--- config.mk ---
export PLATFORM = sky130hd
export DESIGN_NAME = pps_stamp_top
export DESIGN_NICKNAME = d
export VERILOG_FILES = /design/src/rtl/pps_stamp_pkg.sv /design/src/rtl/pps_sync_edge.sv /design/src/rtl/pps_prescaler.sv /design/src/rtl/pps_counters.sv /design/src/rtl/pps_snapshot.sv /design/src/rtl/pps_stamp_top.sv
export SDC_FILE = /design/constraint.sdc
export NUM_CORES = 1
export LEC_CHECK = 0
export ABC_AREA = 1
export CAP_MARGIN = 20
export CORE_MARGIN = 1.5
export CORE_UTILIZATION = 60
export CTS_BUF_LIST = sky130_fd_sc_hd__clkbuf_8
export DETAILED_ROUTE_END_ITERATION = 10
export GPL_TIMING_DRIVEN = 0
export PLACE_DENSITY = 0.87
export SLEW_MARGIN = 20
export SYNTH_ARGS = -nofsm -noshare
export SYNTH_HDL_FRONTEND = slang
export SYNTH_SLANG_ARGS = --single-unit
--- constraint.sdc ---
create_clock -name clk -period 3.9 [get_ports clk]
set_input_delay 0.585 -clock clk [delete_from_list [all_inputs] [get_ports clk]]
set_output_delay 0.585 -clock clk [all_outputs]
set_load 0.01 [all_outputs]
--- src/rtl/pps_stamp_pkg.sv ---
package pps_stamp_pkg;

    localparam int DEF_CNT_W = 16;
    localparam int DEF_DIV   = 4;

    typedef enum logic [1:0] {
        ECHO_OFF  = 2'd0,
        ECHO_TRUE = 2'd1,
        ECHO_INV  = 2'd2
    } echo_mode_e;

    function automatic echo_mode_e echo_mode(input logic en, input logic inv);
        if (!en)
            return ECHO_OFF;
        return inv ? ECHO_INV : ECHO_TRUE;
    endfunction

    function automatic logic echo_drive(input echo_mode_e mode, input logic level);
        case (mode)
            ECHO_TRUE: return level;
            ECHO_INV:  return ~level;
            default:   return 1'b0;
        endcase
    endfunction

endpackage

--- src/rtl/pps_sync_edge.sv ---
module pps_sync_edge (
    input  logic clk,
    input  logic rst,
    input  logic din,
    output logic level,
    output logic rise
);
    logic s1, s2, prev;

    always_ff @(posedge clk) begin
        if (rst) begin
            s1   <= 1'b0;
            s2   <= 1'b0;
            prev <= 1'b0;
        end else begin
            s1   <= din;
            s2   <= s1;
            prev <= s2;
        end
    end

    assign level = s2;
    assign rise  = s2 & ~prev;

    AST_RISE_SINGLE: assert property (@(posedge clk) disable iff (rst) rise |=> !rise);
    AST_LEVEL_LAG: assert property (@(posedge clk) disable iff (rst) $rose(level) |-> $past(s1));

endmodule

--- src/rtl/pps_prescaler.sv ---
module pps_prescaler #(
    parameter int DIV = 4
) (
    input  logic clk,
    input  logic rst,
    input  logic enable,
    output logic tick
);
    localparam int PRE_W = (DIV > 1) ? $clog2(DIV) : 1;
    localparam logic [PRE_W-1:0] LAST = PRE_W'(DIV - 1);

    logic [PRE_W-1:0] pre;

    always_ff @(posedge clk) begin
        if (rst)
            pre <= '0;
        else if (enable)
            pre <= (pre == LAST) ? '0 : pre + 1'b1;
    end

    assign tick = enable && (pre == LAST);

    generate
        if (DIV > 1) begin : g_gap
            AST_TICK_GAP: assert property (@(posedge clk) disable iff (rst) tick |=> !tick);
        end
    endgenerate
    AST_PRE_HOLD: assert property (@(posedge clk) disable iff (rst) !enable |=> $stable(pre));

endmodule

--- src/rtl/pps_counters.sv ---
module pps_counters #(
    parameter int CNT_W = 16
) (
    input  logic             clk,
    input  logic             rst,
    input  logic             enable,
    input  logic             tick,
    input  logic             rise,
    output logic [CNT_W-1:0] timebase,
    output logic [CNT_W-1:0] elapsed,
    output logic             stale
);
    localparam logic [CNT_W-1:0] MAXV = '1;
    localparam logic [CNT_W-1:0] NEAR = MAXV - 1'b1;

    logic running;

    always_ff @(posedge clk) begin
        if (rst) begin
            timebase <= '0;
        end else if (enable && tick) begin
            timebase <= timebase + 1'b1;
        end
    end

    always_ff @(posedge clk) begin
        if (rst) begin
            elapsed <= '0;
            running <= 1'b0;
            stale   <= 1'b0;
        end else if (enable) begin
            if (rise) begin
                elapsed <= '0;
                running <= 1'b1;
                stale   <= 1'b0;
            end else if (running && tick && elapsed != MAXV) begin
                elapsed <= elapsed + 1'b1;
                if (elapsed == NEAR)
                    stale <= 1'b1;
            end
        end
    end

    AST_TB_STEP: assert property (@(posedge clk) disable iff (rst) (enable && tick) |=> timebase == $past(timebase) + 1'b1);
    AST_TB_HOLD: assert property (@(posedge clk) disable iff (rst) !tick |=> $stable(timebase));
    AST_EL_CLEAR: assert property (@(posedge clk) disable iff (rst) (enable && rise) |=> elapsed == '0);
    AST_EL_SAT: assert property (@(posedge clk) disable iff (rst) (elapsed == MAXV && !rise) |=> elapsed == MAXV);
    AST_STALE_MAX: assert property (@(posedge clk) disable iff (rst) stale |-> elapsed == MAXV);
    AST_FROZEN: assert property (@(posedge clk) disable iff (rst) !enable |=> ($stable(elapsed) && $stable(timebase)));

endmodule

--- src/rtl/pps_snapshot.sv ---
module pps_snapshot #(
    parameter int CNT_W = 16
) (
    input  logic             clk,
    input  logic             rst,
    input  logic             snap_req,
    input  logic             level_in,
    input  logic [CNT_W-1:0] timebase_in,
    input  logic [CNT_W-1:0] elapsed_in,
    input  logic             stale_in,
    output logic             snap_level,
    output logic             snap_new_edge,
    output logic [CNT_W-1:0] snap_timebase,
    output logic [CNT_W-1:0] snap_elapsed,
    output logic             snap_stale
);
    always_ff @(posedge clk) begin
        if (rst) begin
            snap_level    <= 1'b0;
            snap_new_edge <= 1'b0;
            snap_timebase <= '0;
            snap_elapsed  <= '0;
            snap_stale    <= 1'b0;
        end else if (snap_req) begin
            snap_level    <= level_in;
            snap_new_edge <= level_in & ~snap_level;
            snap_timebase <= timebase_in;
            snap_elapsed  <= elapsed_in;
            snap_stale    <= stale_in;
        end
    end

    AST_SNAP_TB: assert property (@(posedge clk) disable iff (rst) snap_req |=> snap_timebase == $past(timebase_in));
    AST_SNAP_EL: assert property (@(posedge clk) disable iff (rst) snap_req |=> snap_elapsed == $past(elapsed_in));
    AST_SNAP_HOLD: assert property (@(posedge clk) disable iff (rst) !snap_req |=> ($stable(snap_timebase) && $stable(snap_elapsed) && $stable(snap_level)));
    AST_NEW_EDGE: assert property (@(posedge clk) disable iff (rst) snap_new_edge |-> snap_level);

endmodule

--- src/rtl/pps_stamp_top.sv ---
module pps_stamp_top
    import pps_stamp_pkg::*;
#(
    parameter int CNT_W = DEF_CNT_W,
    parameter int DIV   = DEF_DIV
) (
    input  logic             clk,
    input  logic             rst,
    input  logic             enable,
    input  logic             pps_in,
    input  logic             echo_en,
    input  logic             echo_invert,
    input  logic             snap_req,
    output logic             snap_level,
    output logic             snap_new_edge,
    output logic [CNT_W-1:0] snap_timebase,
    output logic [CNT_W-1:0] snap_elapsed,
    output logic             snap_stale,
    output logic [CNT_W-1:0] stamp,
    output logic             echo_out
);
    logic             level, rise, tick, stale;
    logic [CNT_W-1:0] timebase, elapsed;
    echo_mode_e       mode;

    pps_sync_edge u_sync (
        .clk   (clk),
        .rst   (rst),
        .din   (pps_in),
        .level (level),
        .rise  (rise)
    );

    pps_prescaler #(.DIV(DIV)) u_pre (
        .clk    (clk),
        .rst    (rst),
        .enable (enable),
        .tick   (tick)
    );

    pps_counters #(.CNT_W(CNT_W)) u_cnt (
        .clk      (clk),
        .rst      (rst),
        .enable   (enable),
        .tick     (tick),
        .rise     (rise),
        .timebase (timebase),
        .elapsed  (elapsed),
        .stale    (stale)
    );

    pps_snapshot #(.CNT_W(CNT_W)) u_snap (
        .clk           (clk),
        .rst           (rst),
        .snap_req      (snap_req),
        .level_in      (level),
        .timebase_in   (timebase),
        .elapsed_in    (elapsed),
        .stale_in      (stale),
        .snap_level    (snap_level),
        .snap_new_edge (snap_new_edge),
        .snap_timebase (snap_timebase),
        .snap_elapsed  (snap_elapsed),
        .snap_stale    (snap_stale)
    );

    assign stamp    = snap_timebase - snap_elapsed;
    assign mode     = echo_mode(echo_en, echo_invert);
    assign echo_out = echo_drive(mode, level);

    AST_ECHO_OFF: assert property (@(posedge clk) disable iff (rst) !echo_en |-> !echo_out);
    AST_RESET_ZERO: assert property (@(posedge clk) $past(rst) |-> (snap_timebase == '0 && snap_elapsed == '0 && !snap_level));

endmodule

# After elaboration in Yosys (flattened, before gate mapping)
# Index checks and enable logic that the tools add are counted.
dict set report totals {
  register_bits 74
  input_bits 7
  output_inout_bits 52
  word_cells 45
}
dict set report classes {
  addsub 4
  eq_ne 5
  n_mux 9
  n_bitwise 5
  n_reduce_logical 9
}
# operator n
set op_table {}
lappend op_table {{$add A16 B1 Y16 const B} 2}
lappend op_table {{$mux W16} 2}
lappend op_table {{$eq A16 B16 Y1 const B} 1}
lappend op_table {{$ne A16 B16 Y1 const B} 1}
lappend op_table {{$sub A16 B16 Y16} 1}
lappend op_table {{$mux W2} 3}
lappend op_table {{$eq A2 B2 Y1 const B} 2}
lappend op_table {{$logic_and A1 B1 Y1} 4}
lappend op_table {{$reduce_and A2 Y1} 2}
lappend op_table {{$reduce_bool A2 Y1} 2}
lappend op_table {{$mux W1} 3}
lappend op_table {{$not A1 Y1} 3}
lappend op_table {{$reduce_and A3 Y1} 1}
lappend op_table {{$add A2 B1 Y2 const B} 1}
lappend op_table {{$and A1 B1 Y1} 2}
lappend op_table {{$eq A2 B1 Y1 const B} 1}
lappend op_table {{$pmux W1 S2} 1}

# Longest topological paths before layout
dict set report logic_depth {
  word_depth 6
  depth_mapped 11
}

# Cells and area by module
# A second synthesis with hierarchy kept.
dict set report unflattened {
  hier_cells 644
  hier_area_um2 4315.4
}
# mod instances cells_per_inst area_each_um2
set modules_own_cells {}
lappend modules_own_cells {pps_counters 1 267 1793.0}
lappend modules_own_cells {pps_snapshot 1 153 1346.3}
lappend modules_own_cells {pps_stamp_top 1 198 982.2}
lappend modules_own_cells {pps_prescaler 1 16 107.6}
lappend modules_own_cells {pps_sync_edge 1 10 86.3}

# Worst setup path after synthesis
# Ideal clock, no wire load.
dict set report synth_path {
  kind {register -> output}
  startpoint {reg u_snap.snap_timebase[0]}
  endpoint {out stamp[10]}
  arrival_time_ns 1.762
  required_time_ns 3.315
  slack_ns 1.553
  stages_incl_launch_ff 10
  cell_sequence {dfxtp_1 > inv_1 > ha_1 > fa_1 > nand3b_1 > nand2_1 > nand2_1 > nand2_1 > a21oi_1 > xnor2_1}
}
dict set report synth_between {
  elab_chain_len 1
}
# item line_no
set synth_lines {}
lappend synth_lines {{start: declaration} pps_snapshot.sv:13} ;# output logic [CNT_W-1:0] snap_timebase,
lappend synth_lines {{start signal: assignment} pps_snapshot.sv:27} ;# snap_timebase <= timebase_in;
lappend synth_lines {{$sub A16 B16 Y16} pps_stamp_top.sv:67} ;# assign stamp = snap_timebase - snap_elapsed;
lappend synth_lines {{end: declaration} pps_stamp_top.sv:19} ;# output logic [CNT_W-1:0] stamp,
# Every way passes these cells.

# Worst setup path in the final report
dict set report layout_path {
  startpoint {reg u_snap.snap_timebase[0]}
  endpoint {out stamp[14]}
}
# The elaborated chain is that of the path after synthesis.

==> metrics.txt <==
status finished clean; I/O pin cnt between 50 and 60; reg2reg end u_cnt.elapsed[3]; drt drc 0; worst-skew pair later-pin latency 0.35 ns; Core Box Area 0.00635 sq mm; worst hold path class reg -> reg; Filler cells 497; die width 83.9 um; 1st-iter DRT viols 216; RSZ-0062 raised after global routing false; final setup fails 0; nets@finish 656; asr flop ratio synth 0; crit path kind reg -> out; wire per inst 13.7 um; DP Wirelength 7.75 mm; post-CTS setup buffers 0; TritonCTS Buffers 9; max-slew violation count 0; Yosys top cell by area dfxtp_1; synthesis-to-finish area growth 22.5%; Final ANT Viol Nets 0; Max Cap Violations 0; H-tree Lvls 3; R2R Setup Slk a little under 2 ns; register area share after synthesis 0.377; cell count after synthesis 560; Die Area a little over 0.007 sq mm; number of core rows 29; Synth cell types 33; FMAX between 0.2 and 0.3 GHz; initial antenna violation count 0; TNS Setup 0 ns; synthesized area 0.00393 sq mm; final hold violations 0; minimum clock period after layout 3.36 ns; Worst-path clk slew 0.08 ns; power per cell area 374 mW/mm^2; launching point of the worst reg2reg path u_cnt.elapsed[0]; IO buf count 58; vias in the first global route 3,733; global-route usage over all layers 0.291; CTS tree built; Register Area ~0.0015 sq mm; hold path start u_sync.s1; Resized Gates After CTS 0; clock sinks 74; WL final 9.76 mm; ant diodes 0; Synthesized Nets 587; Die Y 83.9 um; Pre-Repair DR Iteration Count 5; Synth area leaders dfxtp_1 38%, nand2_1 9.8%, a21oi_1 8.7%, nor2_1 7.5%, inv_1 6.2%; post-route cell area 0.00481 sq mm; clock root buffer clkbuf_8; CP required 3.31 ns; Worst Reg2Reg Path Length in Cells 9; CP Capture Type output pin; Placed Area 0.00461 sq mm; leakage about 2.0 nW; VDD IR-drop max around 0.27 mV; count leader, synth nand2_1; via count 3,882; CTS max path bufs 2; #FFs+latches synth 74; relative slew slack 0.647; Layout Skew 0.00961 ns; total gr overflow 0; Ys Warns 0; period utilization 0.863; pin count of the biggest net entering global routing 16; Post-synth EDFFs 0; maximum fanout along the worst path 4; Critical Path Source Type register; Least-Margin Pin Slew 0.529 ns; Synth Flop Type dfxtp_1; syn avg cell area 7.02 sq um; via/cell ratio 5.46; Hold Path End u_sync.level; multi-input logic area 0.00212 sq mm; Initial Util 0.619; hold_buf cts 0; share of layout cells above drive strength 1 0.0568; top cells by count, synth 103 x nand2_1, 79 x nor2_1, 74 x dfxtp_1; gpl congestion 0.961; worst hold path cell count 2; first-pass GRT wire length 16.6 mm; top-area cell type share of the netlist area 0.377; Critical Path AT 2.78 ns
critical path, cell delays in order (launching register included):
cell and delay (ns):
dfxtp_1 0.37, inv_1 0.06, ha_1 0.25, fa_1 0.42, nand3b_1 0.17, nand2_1 0.15
nand2_1 0.07, nand2_1 0.13, nand3_1 0.10, nand2_1 0.08, nand2_1 0.04, nand2_1 0.05
clkdlybuf4s50_1 0.53
per-stage QoR:
stage | power (mW) | utilization | instances | hold slack [ns] | worst slack, ns
2_1_floorplan | 1.03 | - | 560 | 0.388 | 1.55
3_3_place_gp | 1.19 | 0.725 | 695 | 0.394 | 0.942
3_5_place_dp | 1.20 | 0.725 | 695 | 0.406 | 0.893
4_1_cts | 1.81 | 0.758 | 711 | 0.419 | 0.509
5_1_grt | 1.88 | 0.758 | 711 | 0.427 | 0.288
6_report | 1.80 | 0.758 | 711 | 0.414 | 0.535
flip-flops by register name, indices dropped and copies added, names as in the netlist:
signal / count
u_cnt.timebase: 16
u_sync.prev: 1
u_snap.snap_stale: 1
u_cnt.elapsed: 16
u_sync.s1: 1
u_cnt.stale: 1
u_sync.level: 1
u_cnt.running: 1
u_snap.snap_elapsed: 16
u_snap.snap_new_edge: 1
u_snap.snap_level: 1
u_snap.snap_timebase: 16
u_pre.pre: 2
layout by cell type, fill, tap and decap left out, types with 2 or more instances in the layout:
cell | synthesis | layout
nor2_2 | 5 | 5
a21o_1 | 2 | 2
clkbuf_8 | 0 | 9
nand2_4 | 5 | 5
buf_6 | 2 | 2
nand3b_1 | 3 | 3
xor2_1 | 12 | 12
nand4_1 | 3 | 3
nand3_1 | 33 | 33
inv_1 | 65 | 65
o21a_1 | 2 | 2
nor3_1 | 8 | 8
nor2_1 | 79 | 79
o21bai_1 | 3 | 3
xnor2_1 | 5 | 5
clkdlybuf4s50_1 | 0 | 58
nand2_1 | 103 | 103
clkinvlp_4 | 0 | 2
inv_6 | 0 | 3
ha_1 | 19 | 19
clkbuf_1 | 13 | 13
o21ai_0 | 43 | 43
dfxtp_1 | 74 | 74
a21oi_1 | 68 | 68
where the power goes:
| group | switching, mW | total (mW) | internal, mW |
|---|---|---|---|
| Sequential | 0.0184 | 0.795 | 0.777 |
| Clock | 0.306 | 0.613 | 0.306 |
| Combinational | 0.204 | 0.391 | 0.188 |
| Total | 0.528 | 1.80 | 1.27 |
layer usage:
layer,vias up,track usage,part of all wire
met5,-,0,0
met4,0,0.113,0.031
met3,29,0.0544,0.045
met2,117,0.529,0.50
met1,1770,0.335,0.43
li1,1966,-,-
kinds of logic (layout without fill, tap and decap cells):
kind of cell    Yosys count  in the layout  share of synthesized area
buf+inv                  82            156                     0.0834
xor+xnor                 17             17                     0.0379
compound gates          122            122                      0.165
simple gates            245            245                      0.271
fa+ha+maj                20             20                     0.0656
flops                    74             74                      0.377
cell type report:
class | instances | area share
repair buffers | 58 | 0.121
well taps | 77 | 0.0200
multi-input cells | 404 | 0.440
inverters | 65 | 0.0507
clock buffers | 9 | 0.0257
flip-flops and latches | 74 | 0.308
plain buffers | 17 | 0.0174
clock inverters | 7 | 0.0172
worst max path at each step:
stage	start	end	slack, ns	cells past startpoint
2_1_floorplan	u_snap.snap_timebase[0]	stamp[10]	1.55	9
4_1_cts	u_snap.snap_timebase[0]	stamp[14]	0.51	12
3_3_place_gp	u_snap.snap_timebase[0]	stamp[14]	0.94	12
3_5_place_dp	u_snap.snap_timebase[0]	stamp[14]	0.89	12
6_report	u_snap.snap_timebase[0]	stamp[14]	0.54	12
5_1_grt	u_snap.snap_timebase[0]	stamp[14]	0.29	12
Power figures use the tool's default switching activity.
